**src/rtl/tcu_pkg.sv**
```systemverilog
package tcu_pkg;
  // Pointer field positions
  localparam int TAG_W    = 4;
  localparam int TAG_LSB  = 56;
  localparam int SEL_BIT  = 55;
  // Descriptor layout
  localparam int D_TBI0   = 0;
  localparam int D_TBI1   = 1;
  localparam int D_MALL0  = 2;
  localparam int D_MALL1  = 3;
  localparam int D_STORE  = 4;
  localparam int D_ESZ_LSB = 5;
  localparam int ESZ_W    = 5;
  localparam int DESC_W   = D_ESZ_LSB + ESZ_W;
  // Fail-mode field layout
  localparam int TCF_W    = 4;
  localparam int FSC_W    = 6;
  localparam logic [FSC_W-1:0] FSC_TAG = 6'h11;

  typedef enum logic [1:0] {
    FM_IGNORE = 2'd0,
    FM_SYNC   = 2'd1,
    FM_ASYNC  = 2'd2,
    FM_RSVD   = 2'd3
  } fail_mode_e;

  typedef enum logic [1:0] {
    ST_IDLE = 2'd0,
    ST_EVAL = 2'd1,
    ST_REQ  = 2'd2,
    ST_RSP  = 2'd3
  } tcu_state_e;

  typedef struct packed {
    logic pass;
    logic fault;
    logic sticky;
    logic err;
  } verdict_t;
endpackage

```
**src/rtl/tcu_bypass.sv**
```systemverilog
module tcu_bypass
  import tcu_pkg::*;
(
  input  logic [4:0]       top5,      // pointer bits 59:55
  input  logic [1:0]       tbi_en,
  input  logic [1:0]       mall_en,
  output logic             checked,
  output logic             match_all,
  output logic [TAG_W-1:0] ltag
);
  logic sel;
  logic uniform;

  always_comb begin
    sel       = top5[0];
    ltag      = top5[4:1];
    uniform   = (top5 == 5'b00000) || (top5 == 5'b11111);
    checked   = sel ? tbi_en[1] : tbi_en[0];
    match_all = (sel ? mall_en[1] : mall_en[0]) && uniform;
  end
endmodule

```
**src/rtl/tcu_verdict.sv**
```systemverilog
module tcu_verdict
  import tcu_pkg::*;
(
  input  logic             notag,
  input  logic [TAG_W-1:0] mtag,
  input  logic [TAG_W-1:0] ltag,
  input  logic             probe,
  input  logic             unpriv,
  input  logic [TCF_W-1:0] tcf,
  output verdict_t         v
);
  logic       match;
  fail_mode_e mode;

  always_comb begin
    match = notag || (mtag == ltag);
    mode  = fail_mode_e'(unpriv ? tcf[1:0] : tcf[3:2]);
    v     = '{pass: 1'b1, fault: 1'b0, sticky: 1'b0, err: 1'b0};
    if (probe) begin
      v.pass = match;
    end else if (!match) begin
      unique case (mode)
        FM_IGNORE: v.pass = 1'b1;
        FM_SYNC:   begin v.pass = 1'b0; v.fault = 1'b1; end
        FM_ASYNC:  v.sticky = 1'b1;
        FM_RSVD:   v.err = 1'b1;
        default:   v.pass = 1'b1;
      endcase
    end
  end
endmodule

```
**src/rtl/tcu_sticky.sv**
```systemverilog
module tcu_sticky #(
  parameter int N_LVL = 4,
  localparam int LVL_W = (N_LVL > 1) ? $clog2(N_LVL) : 1
) (
  input  logic               clk,
  input  logic               rst,
  input  logic               set_en,
  input  logic [LVL_W-1:0]   set_lvl,
  input  logic               set_hi,
  input  logic [N_LVL-1:0]   clr,
  output logic [2*N_LVL-1:0] status
);
  for (genvar gi = 0; gi < N_LVL; gi++) begin : g_lvl
    logic [1:0] q;
    logic       hit;
    assign hit = set_en && (set_lvl == LVL_W'(gi));
    always_ff @(posedge clk) begin
      if (rst) q <= 2'b00;
      else     q <= (clr[gi] ? 2'b00 : q) | (hit ? (set_hi ? 2'b10 : 2'b01) : 2'b00);
    end
    assign status[2*gi +: 2] = q;
  end
endmodule

```
**src/rtl/tag_check_unit.sv**
```systemverilog
module tag_check_unit
  import tcu_pkg::*;
#(
  parameter int PTR_W = 64,
  parameter int N_LVL = 4,
  localparam int LVL_W = (N_LVL > 1) ? $clog2(N_LVL) : 1,
  localparam int ST_W  = 2 * N_LVL
) (
  input  logic             clk,
  input  logic             rst,
  input  logic             req_valid,
  output logic             req_ready,
  input  logic [PTR_W-1:0] req_ptr,
  input  logic [DESC_W-1:0] req_desc,
  input  logic [TCF_W-1:0] req_tcf,
  input  logic             req_unpriv,
  input  logic             req_two_ranges,
  input  logic [LVL_W-1:0] req_el,
  input  logic             req_probe,
  output logic             lk_valid,
  input  logic             lk_ready,
  output logic [PTR_W-1:0] lk_addr,
  output logic             lk_store,
  output logic [ESZ_W-1:0] lk_esize,
  input  logic             lk_rsp_valid,
  input  logic [TAG_W-1:0] lk_rsp_tag,
  input  logic             lk_rsp_notag,
  output logic             res_valid,
  output logic             res_pass,
  output logic [PTR_W-1:0] res_ptr,
  output logic             flt_valid,
  output logic [PTR_W-1:0] flt_addr,
  output logic [FSC_W-1:0] flt_code,
  output logic             flt_lvl_nz,
  output logic             err_strobe,
  input  logic [N_LVL-1:0] sticky_clr,
  output logic [ST_W-1:0]  sticky_status
);
  tcu_state_e       st;
  logic [PTR_W-1:0] q_ptr;
  logic [1:0]       q_tbi, q_mall;
  logic             q_store;
  logic [ESZ_W-1:0] q_esz;
  logic [TCF_W-1:0] q_tcf;
  logic             q_unpriv, q_two, q_probe;
  logic [LVL_W-1:0] q_el;

  logic             checked, match_all;
  logic [TAG_W-1:0] ltag;
  verdict_t         vd;
  logic [LVL_W-1:0] eff_lvl;
  logic             rsp_fire, set_en;

  tcu_bypass u_bypass (
    .top5      (q_ptr[TAG_LSB+TAG_W-1:SEL_BIT]),
    .tbi_en    (q_tbi),
    .mall_en   (q_mall),
    .checked   (checked),
    .match_all (match_all),
    .ltag      (ltag)
  );

  tcu_verdict u_verdict (
    .notag  (lk_rsp_notag),
    .mtag   (lk_rsp_tag),
    .ltag   (ltag),
    .probe  (q_probe),
    .unpriv (q_unpriv),
    .tcf    (q_tcf),
    .v      (vd)
  );

  assign eff_lvl  = q_unpriv ? '0 : q_el;
  assign rsp_fire = (st == ST_RSP) && lk_rsp_valid;
  assign set_en   = rsp_fire && vd.sticky;

  tcu_sticky #(.N_LVL(N_LVL)) u_sticky (
    .clk     (clk),
    .rst     (rst),
    .set_en  (set_en),
    .set_lvl (eff_lvl),
    .set_hi  (q_two && q_ptr[SEL_BIT]),
    .clr     (sticky_clr),
    .status  (sticky_status)
  );

  assign req_ready = (st == ST_IDLE);
  assign lk_valid  = (st == ST_REQ);
  assign lk_addr   = q_ptr;
  assign lk_store  = q_store;
  assign lk_esize  = q_esz;

  always_ff @(posedge clk) begin
    if (rst) begin
      st         <= ST_IDLE;
      q_ptr      <= '0;
      q_tbi      <= '0;
      q_mall     <= '0;
      q_store    <= 1'b0;
      q_esz      <= '0;
      q_tcf      <= '0;
      q_unpriv   <= 1'b0;
      q_two      <= 1'b0;
      q_probe    <= 1'b0;
      q_el       <= '0;
      res_valid  <= 1'b0;
      res_pass   <= 1'b0;
      res_ptr    <= '0;
      flt_valid  <= 1'b0;
      flt_addr   <= '0;
      flt_code   <= '0;
      flt_lvl_nz <= 1'b0;
      err_strobe <= 1'b0;
    end else begin
      res_valid  <= 1'b0;
      flt_valid  <= 1'b0;
      err_strobe <= 1'b0;
      unique case (st)
        ST_IDLE: if (req_valid) begin
          q_ptr    <= req_ptr;
          q_tbi    <= {req_desc[D_TBI1], req_desc[D_TBI0]};
          q_mall   <= {req_desc[D_MALL1], req_desc[D_MALL0]};
          q_store  <= req_desc[D_STORE];
          q_esz    <= req_desc[D_ESZ_LSB +: ESZ_W];
          q_tcf    <= req_tcf;
          q_unpriv <= req_unpriv;
          q_two    <= req_two_ranges;
          q_probe  <= req_probe;
          q_el     <= req_el;
          st       <= ST_EVAL;
        end
        ST_EVAL: begin
          if (!checked || match_all) begin
            res_valid <= 1'b1;
            res_pass  <= 1'b1;
            res_ptr   <= q_ptr;
            st        <= ST_IDLE;
          end else begin
            st <= ST_REQ;
          end
        end
        ST_REQ: if (lk_ready) st <= ST_RSP;
        ST_RSP: if (lk_rsp_valid) begin
          res_valid  <= 1'b1;
          res_pass   <= vd.pass;
          res_ptr    <= q_ptr;
          flt_valid  <= vd.fault;
          flt_addr   <= q_ptr;
          flt_code   <= vd.fault ? FSC_TAG : '0;
          flt_lvl_nz <= (eff_lvl != '0);
          err_strobe <= vd.err;
          st         <= ST_IDLE;
        end
        default: st <= ST_IDLE;
      endcase
    end
  end
endmodule

```
**config.mk**
```make
export PLATFORM = sky130hd
export DESIGN_NAME = tag_check_unit
export DESIGN_NICKNAME = d
export VERILOG_FILES = /design/src/rtl/tcu_pkg.sv /design/src/rtl/tcu_bypass.sv /design/src/rtl/tcu_verdict.sv /design/src/rtl/tcu_sticky.sv /design/src/rtl/tag_check_unit.sv
export SDC_FILE = /design/constraint.sdc
export NUM_CORES = 1
export LEC_CHECK = 0
export ABC_AREA = 1
export BUFFER_PORTS_ARGS = -buffer_cell sky130_fd_sc_hd__buf_2
export CORE_MARGIN = 1
export CORE_UTILIZATION = 49
export CTS_CLUSTER_DIAMETER = 120
export DETAILED_ROUTE_END_ITERATION = 8
export GPL_TIMING_DRIVEN = 1
export PLACE_DENSITY = 0.79
export SLEW_MARGIN = 25
export SYNTH_ARGS = -nofsm -noshare
export SYNTH_HDL_FRONTEND = slang
export SYNTH_SLANG_ARGS = --single-unit
```
**constraint.sdc**
```tcl
create_clock -name clk -period 1.74 [get_ports clk]
set_input_delay 0.261 -clock clk [delete_from_list [all_inputs] [get_ports clk]]
set_output_delay 0.261 -clock clk [all_outputs]
set_load 0.05 [all_outputs]
```
==> insert_results.sql <==
INSERT INTO impl_metrics (metric_group, metric, value, unit) VALUES
('routing', 'ant_nets', '0', ''),
('min_path', 'min-delay-start', 'req_desc[5]', ''),
('power_and_ir_drop', 'static-leakage-power', '6.03', 'nW'),
('timing', 'max_clock_freq', '593', 'MHz'),
('routing', 'drtIter0Drc', '504', ''),
('clock_network', 'clock-root-buffer', 'sky130_fd_sc_hd__clkbuf_16', ''),
('global_route', 'grt_pass1_vias', '7505', ''),
('setup_path', 'critPathArrivalTime', '1430', 'ps'),
('floorplan', 'floorplan.die_area', '0.0180', 'sq mm'),
('yosys', 'yosys_warnings', '0', ''),
('setup_path', 'setup.worst_path.end_class', 'primary output', ''),
('timing', 'slew_violations', '0', ''),
('power_and_ir_drop', 'design_power_total', '0.0144', 'W'),
('routing', 'drtPass1Iterations', '6', ''),
('global_route', 'antenna_found_initial', '1', ''),
('setup_path', 'crit_path_top_delay_cell', 'sky130_fd_sc_hd__dfxtp_1', ''),
('timing', 'final-hold-violation-count', '0', ''),
('yosys', 'synth_area_leader_cell', 'sky130_fd_sc_hd__dfxtp_1', ''),
('setup_path', 'crit_path_cell_trace', 'inv_2, nor2_1, buf_4', ''),
('global_route', 'grt_pass1_wl', '37700', 'microns'),
('timing', 'tns', '0', 'ps'),
('timing', 'finalClockSkew', '10.4', 'ps'),
('floorplan', 'floorplan.initialDensity', '51.0', '%'),
('setup_path', 'worst-setup-path-type', 'reg2out', ''),
('routing', 'routed_wirelength', '24400', 'microns'),
('global_route', 'overflow', '0', ''),
('yosys', 'yosys.area.top_type_share', '53.0', '%'),
('floorplan', 'num_rows', '47', ''),
('finish', 'final_nets', '1573', ''),
('routing', 'route.vias.total', '8402', ''),
('finish', 'stdcell_count', '1712', ''),
('clock_network', 'clock_insertion_delay_worst_skew', '510', 'ps'),
('timing', 'post-route-period-util', '96.9', '%'),
('setup_path', 'worst_ep_required_time', '1480', 'ps'),
('setup_path', 'worst-path-buf-inv', '2', ''),
('routing', 'routedWlPerCell', '14.2', 'microns'),
('clock_network', 'tritoncts', 'built', ''),
('placed_design', 'place.detailed.hpwl', '15900', 'microns'),
('yosys', 'synth.yosys.seq_area_share', '53.0', '%'),
('finish', 'fill_cells', '1444', ''),
('clock_network', 'number_of_setup_buffers_added_after_cts', '0', ''),
('floorplan', 'floorplan.die.height', '134', 'microns'),
('placed_design', 'placement.io_buffers', '311', ''),
('yosys', 'synth.ff_latch_count', '227', ''),
('yosys', 'netlist_instances', '1178', ''),
('power_and_ir_drop', 'largest_vdd_supply_drop', '0.811', 'mV'),
('clock_network', 'ctsLongestPathBuffers', '3', ''),
('min_path', 'timing.hold.worst.class', 'in2reg', ''),
('clock_network', 'clock_buffers_created_by_tritoncts', '24', ''),
('placed_design', 'dp.cells', '1652', ''),
('yosys', 'synthTopCellsByArea', 'sky130_fd_sc_hd__dfxtp_1 (53%), sky130_fd_sc_hd__nor2_1 (18%), sky130_fd_sc_hd__o21ai_0 (8.8%)', ''),
('setup_path', 'worst_path_largest_cell_delay', '450', 'ps'),
('clock_network', 'cts_sinks', '227', ''),
('outcome', 'run_status', 'completed', ''),
('setup_path', 'critical_path.top_delay_family', 'flip-flops', ''),
('finish', 'area_delta_synth_final', '31.9', '%'),
('timing', 'fin_crit', '1690', 'ps'),
('timing', 'worst_hold_check_slack', '13.2', 'ps'),
('global_route', 'grt_start_max_net_pins', '60', ''),
('setup_path', 'startpoint_type', 'register', ''),
('routing', 'drcViolationCount', '0', ''),
('floorplan', 'num_io_pins', '316', ''),
('setup_path', 'critPathMaxFanout', '6', ''),
('yosys', 'netlist-cell-type-count', '24', ''),
('flow_run', 'cap_violations', '0', ''),
('global_route', 'globalRouteTotalUtil', '25.8', '%'),
('finish', 'layout-drive-gt1-share', '25.8', '%'),
('timing', 'finalSetupViolCount', '0', ''),
('clock_network', 'ctsHtreeMaxLevel', '1', ''),
('yosys', 'post_synth_instance_area', '0.00857', 'sq mm'),
('finish', 'finalInstanceArea', '0.0113', 'sq mm'),
('routing', 'route.detailed.vias_per_inst', '4.91', ''),
('power_and_ir_drop', 'power.density_cell_area', '1270', 'mW/mm^2'),
('floorplan', 'fp.dieW', '134', 'microns'),
('placed_design', 'placedInstanceArea', '0.0103', 'sq mm'),
('placed_design', 'place.gp.congestion', '0.880', ''),
('clock_network', 'path_clk_slew', '60', 'ps'),
('floorplan', 'core_region_area', '0.0168', 'sq mm'),
('yosys', 'synth.avg_cell_area', '7.27', 'sq um');
[registers in the layout, indices dropped and copies added (netlist names), 2 cells and up, named ones only]
register          flops
q_el                  2
u_sticky.g_lvl.q      8
res_ptr              64
lk_addr              64
lk_esize              5
q_tcf                 4
q_tbi                 2
flt_addr             64
q_mall                2
[timing repair]
action,CTS,global route
endpoints found under the setup margin,1,35
gates resized for setup,1,3
hold buffers,18,0
hold endpoints to repair,18,0
[Yosys cell counts]
cell type                  instances
sky130_fd_sc_hd__nor2_8            1
sky130_fd_sc_hd__buf_6             6
sky130_fd_sc_hd__o21ai_0         150
sky130_fd_sc_hd__o21bai_2          1
sky130_fd_sc_hd__clkinv_1          1
sky130_fd_sc_hd__conb_1            1
sky130_fd_sc_hd__clkbuf_1         45
sky130_fd_sc_hd__nor2_2            1
sky130_fd_sc_hd__nand2_1         104
sky130_fd_sc_hd__nand3_1          77
sky130_fd_sc_hd__nand4_1           3
sky130_fd_sc_hd__nand2_2           1
sky130_fd_sc_hd__buf_2            19
sky130_fd_sc_hd__dfxtp_1         227
sky130_fd_sc_hd__buf_4             5
sky130_fd_sc_hd__inv_2             4
sky130_fd_sc_hd__nor2_4            1
sky130_fd_sc_hd__a21oi_1          23
sky130_fd_sc_hd__inv_1            87
sky130_fd_sc_hd__nor3_1            4
sky130_fd_sc_hd__nor2_1          409
sky130_fd_sc_hd__nor4_1            1
sky130_fd_sc_hd__buf_1             6
sky130_fd_sc_hd__nor3b_1           1
[cells in the final DEF, fill, tap and decap left out, types with 7 or more instances in the layout]
cell and n:
sky130_fd_sc_hd__nor2_1 408, sky130_fd_sc_hd__clkbuf_16 25, sky130_fd_sc_hd__clkbuf_8 7, sky130_fd_sc_hd__nand2_1 103
sky130_fd_sc_hd__inv_1 86, sky130_fd_sc_hd__buf_2 309, sky130_fd_sc_hd__dlygate4sd3_1 18, sky130_fd_sc_hd__o21ai_0 150
sky130_fd_sc_hd__buf_4 12, sky130_fd_sc_hd__dfxtp_1 226, sky130_fd_sc_hd__buf_12 8, sky130_fd_sc_hd__a21oi_1 23
sky130_fd_sc_hd__nand3_1 76
[power breakdown]
| part | switching, W | internal, W | leakage, nW | total (W) |
|---|---|---|---|---|
| clock network | 0.00200 | 0.00320 | 0.403 | 0.00520 |
| registers | 0.000307 | 0.00562 | 1.86 | 0.00593 |
| logic | 0.00243 | 0.000831 | 3.76 | 0.00326 |
| total | 0.00473 | 0.00965 | 6.03 | 0.0144 |
[cell type report]
class	instances	area, sq um	share of cell area, %
Sequential cell	227	4550	40.2
Inverter	92	350	3.10
Clock inverter	5	75.1	0.664
Tap cell	220	275	2.44
Timing Repair Buffer	350	2010	17.8
Clock buffer	36	737	6.52
Antenna cell	1	2.50	0.0221
Multi-Input combinational cell	781	3310	29.3
[kinds of logic after synthesis]
group	count (synthesis)	share of synthesized area (%)
buffers and inverters	173	8.60
and+or+nand+nor	603	28.1
other	1	0.0438
AOI/OAI and AO/OA	174	10.2
DFF	227	53.0
[per-stage QoR]
stage                     utilization [%]  setup slack [ps]
after floorplan                         -              2.43
after global placement               61.2               158
after detailed placement             61.2               104
after CTS                            67.1              17.5
after global routing                 67.2             -18.2
final                                67.2              53.6
[worst register-to-register path: cells and delay by family (launching register included)]
kind	cells	cell delay (ps)
and+or+nand+nor	4	850
buffers and inverters	2	240
DFF	1	450
[routing by layer]
layer	track usage (%)	up-vias	part of all wire [%]
li1	-	4257	-
met1	32.1	3771	42
met2	44.5	316	48
met3	5.03	58	6.9
met4	8.80	0	3.0
met5	0	-	0
[path summary, 6_finish.rpt]
| check | endpoint | slack [ps] | cells after the start |
|---|---|---|---|
| hold / removal | lk_esize[0] | 10 | 3 |
| setup / recovery | lk_valid | 50 | 3 |
| setup reg to reg | err_strobe | 100 | 6 |
| hold reg to reg | u_sticky.g_lvl[1].q[1] | 460 | 2 |
No activity file was read; power rests on OpenSTA's default activity.
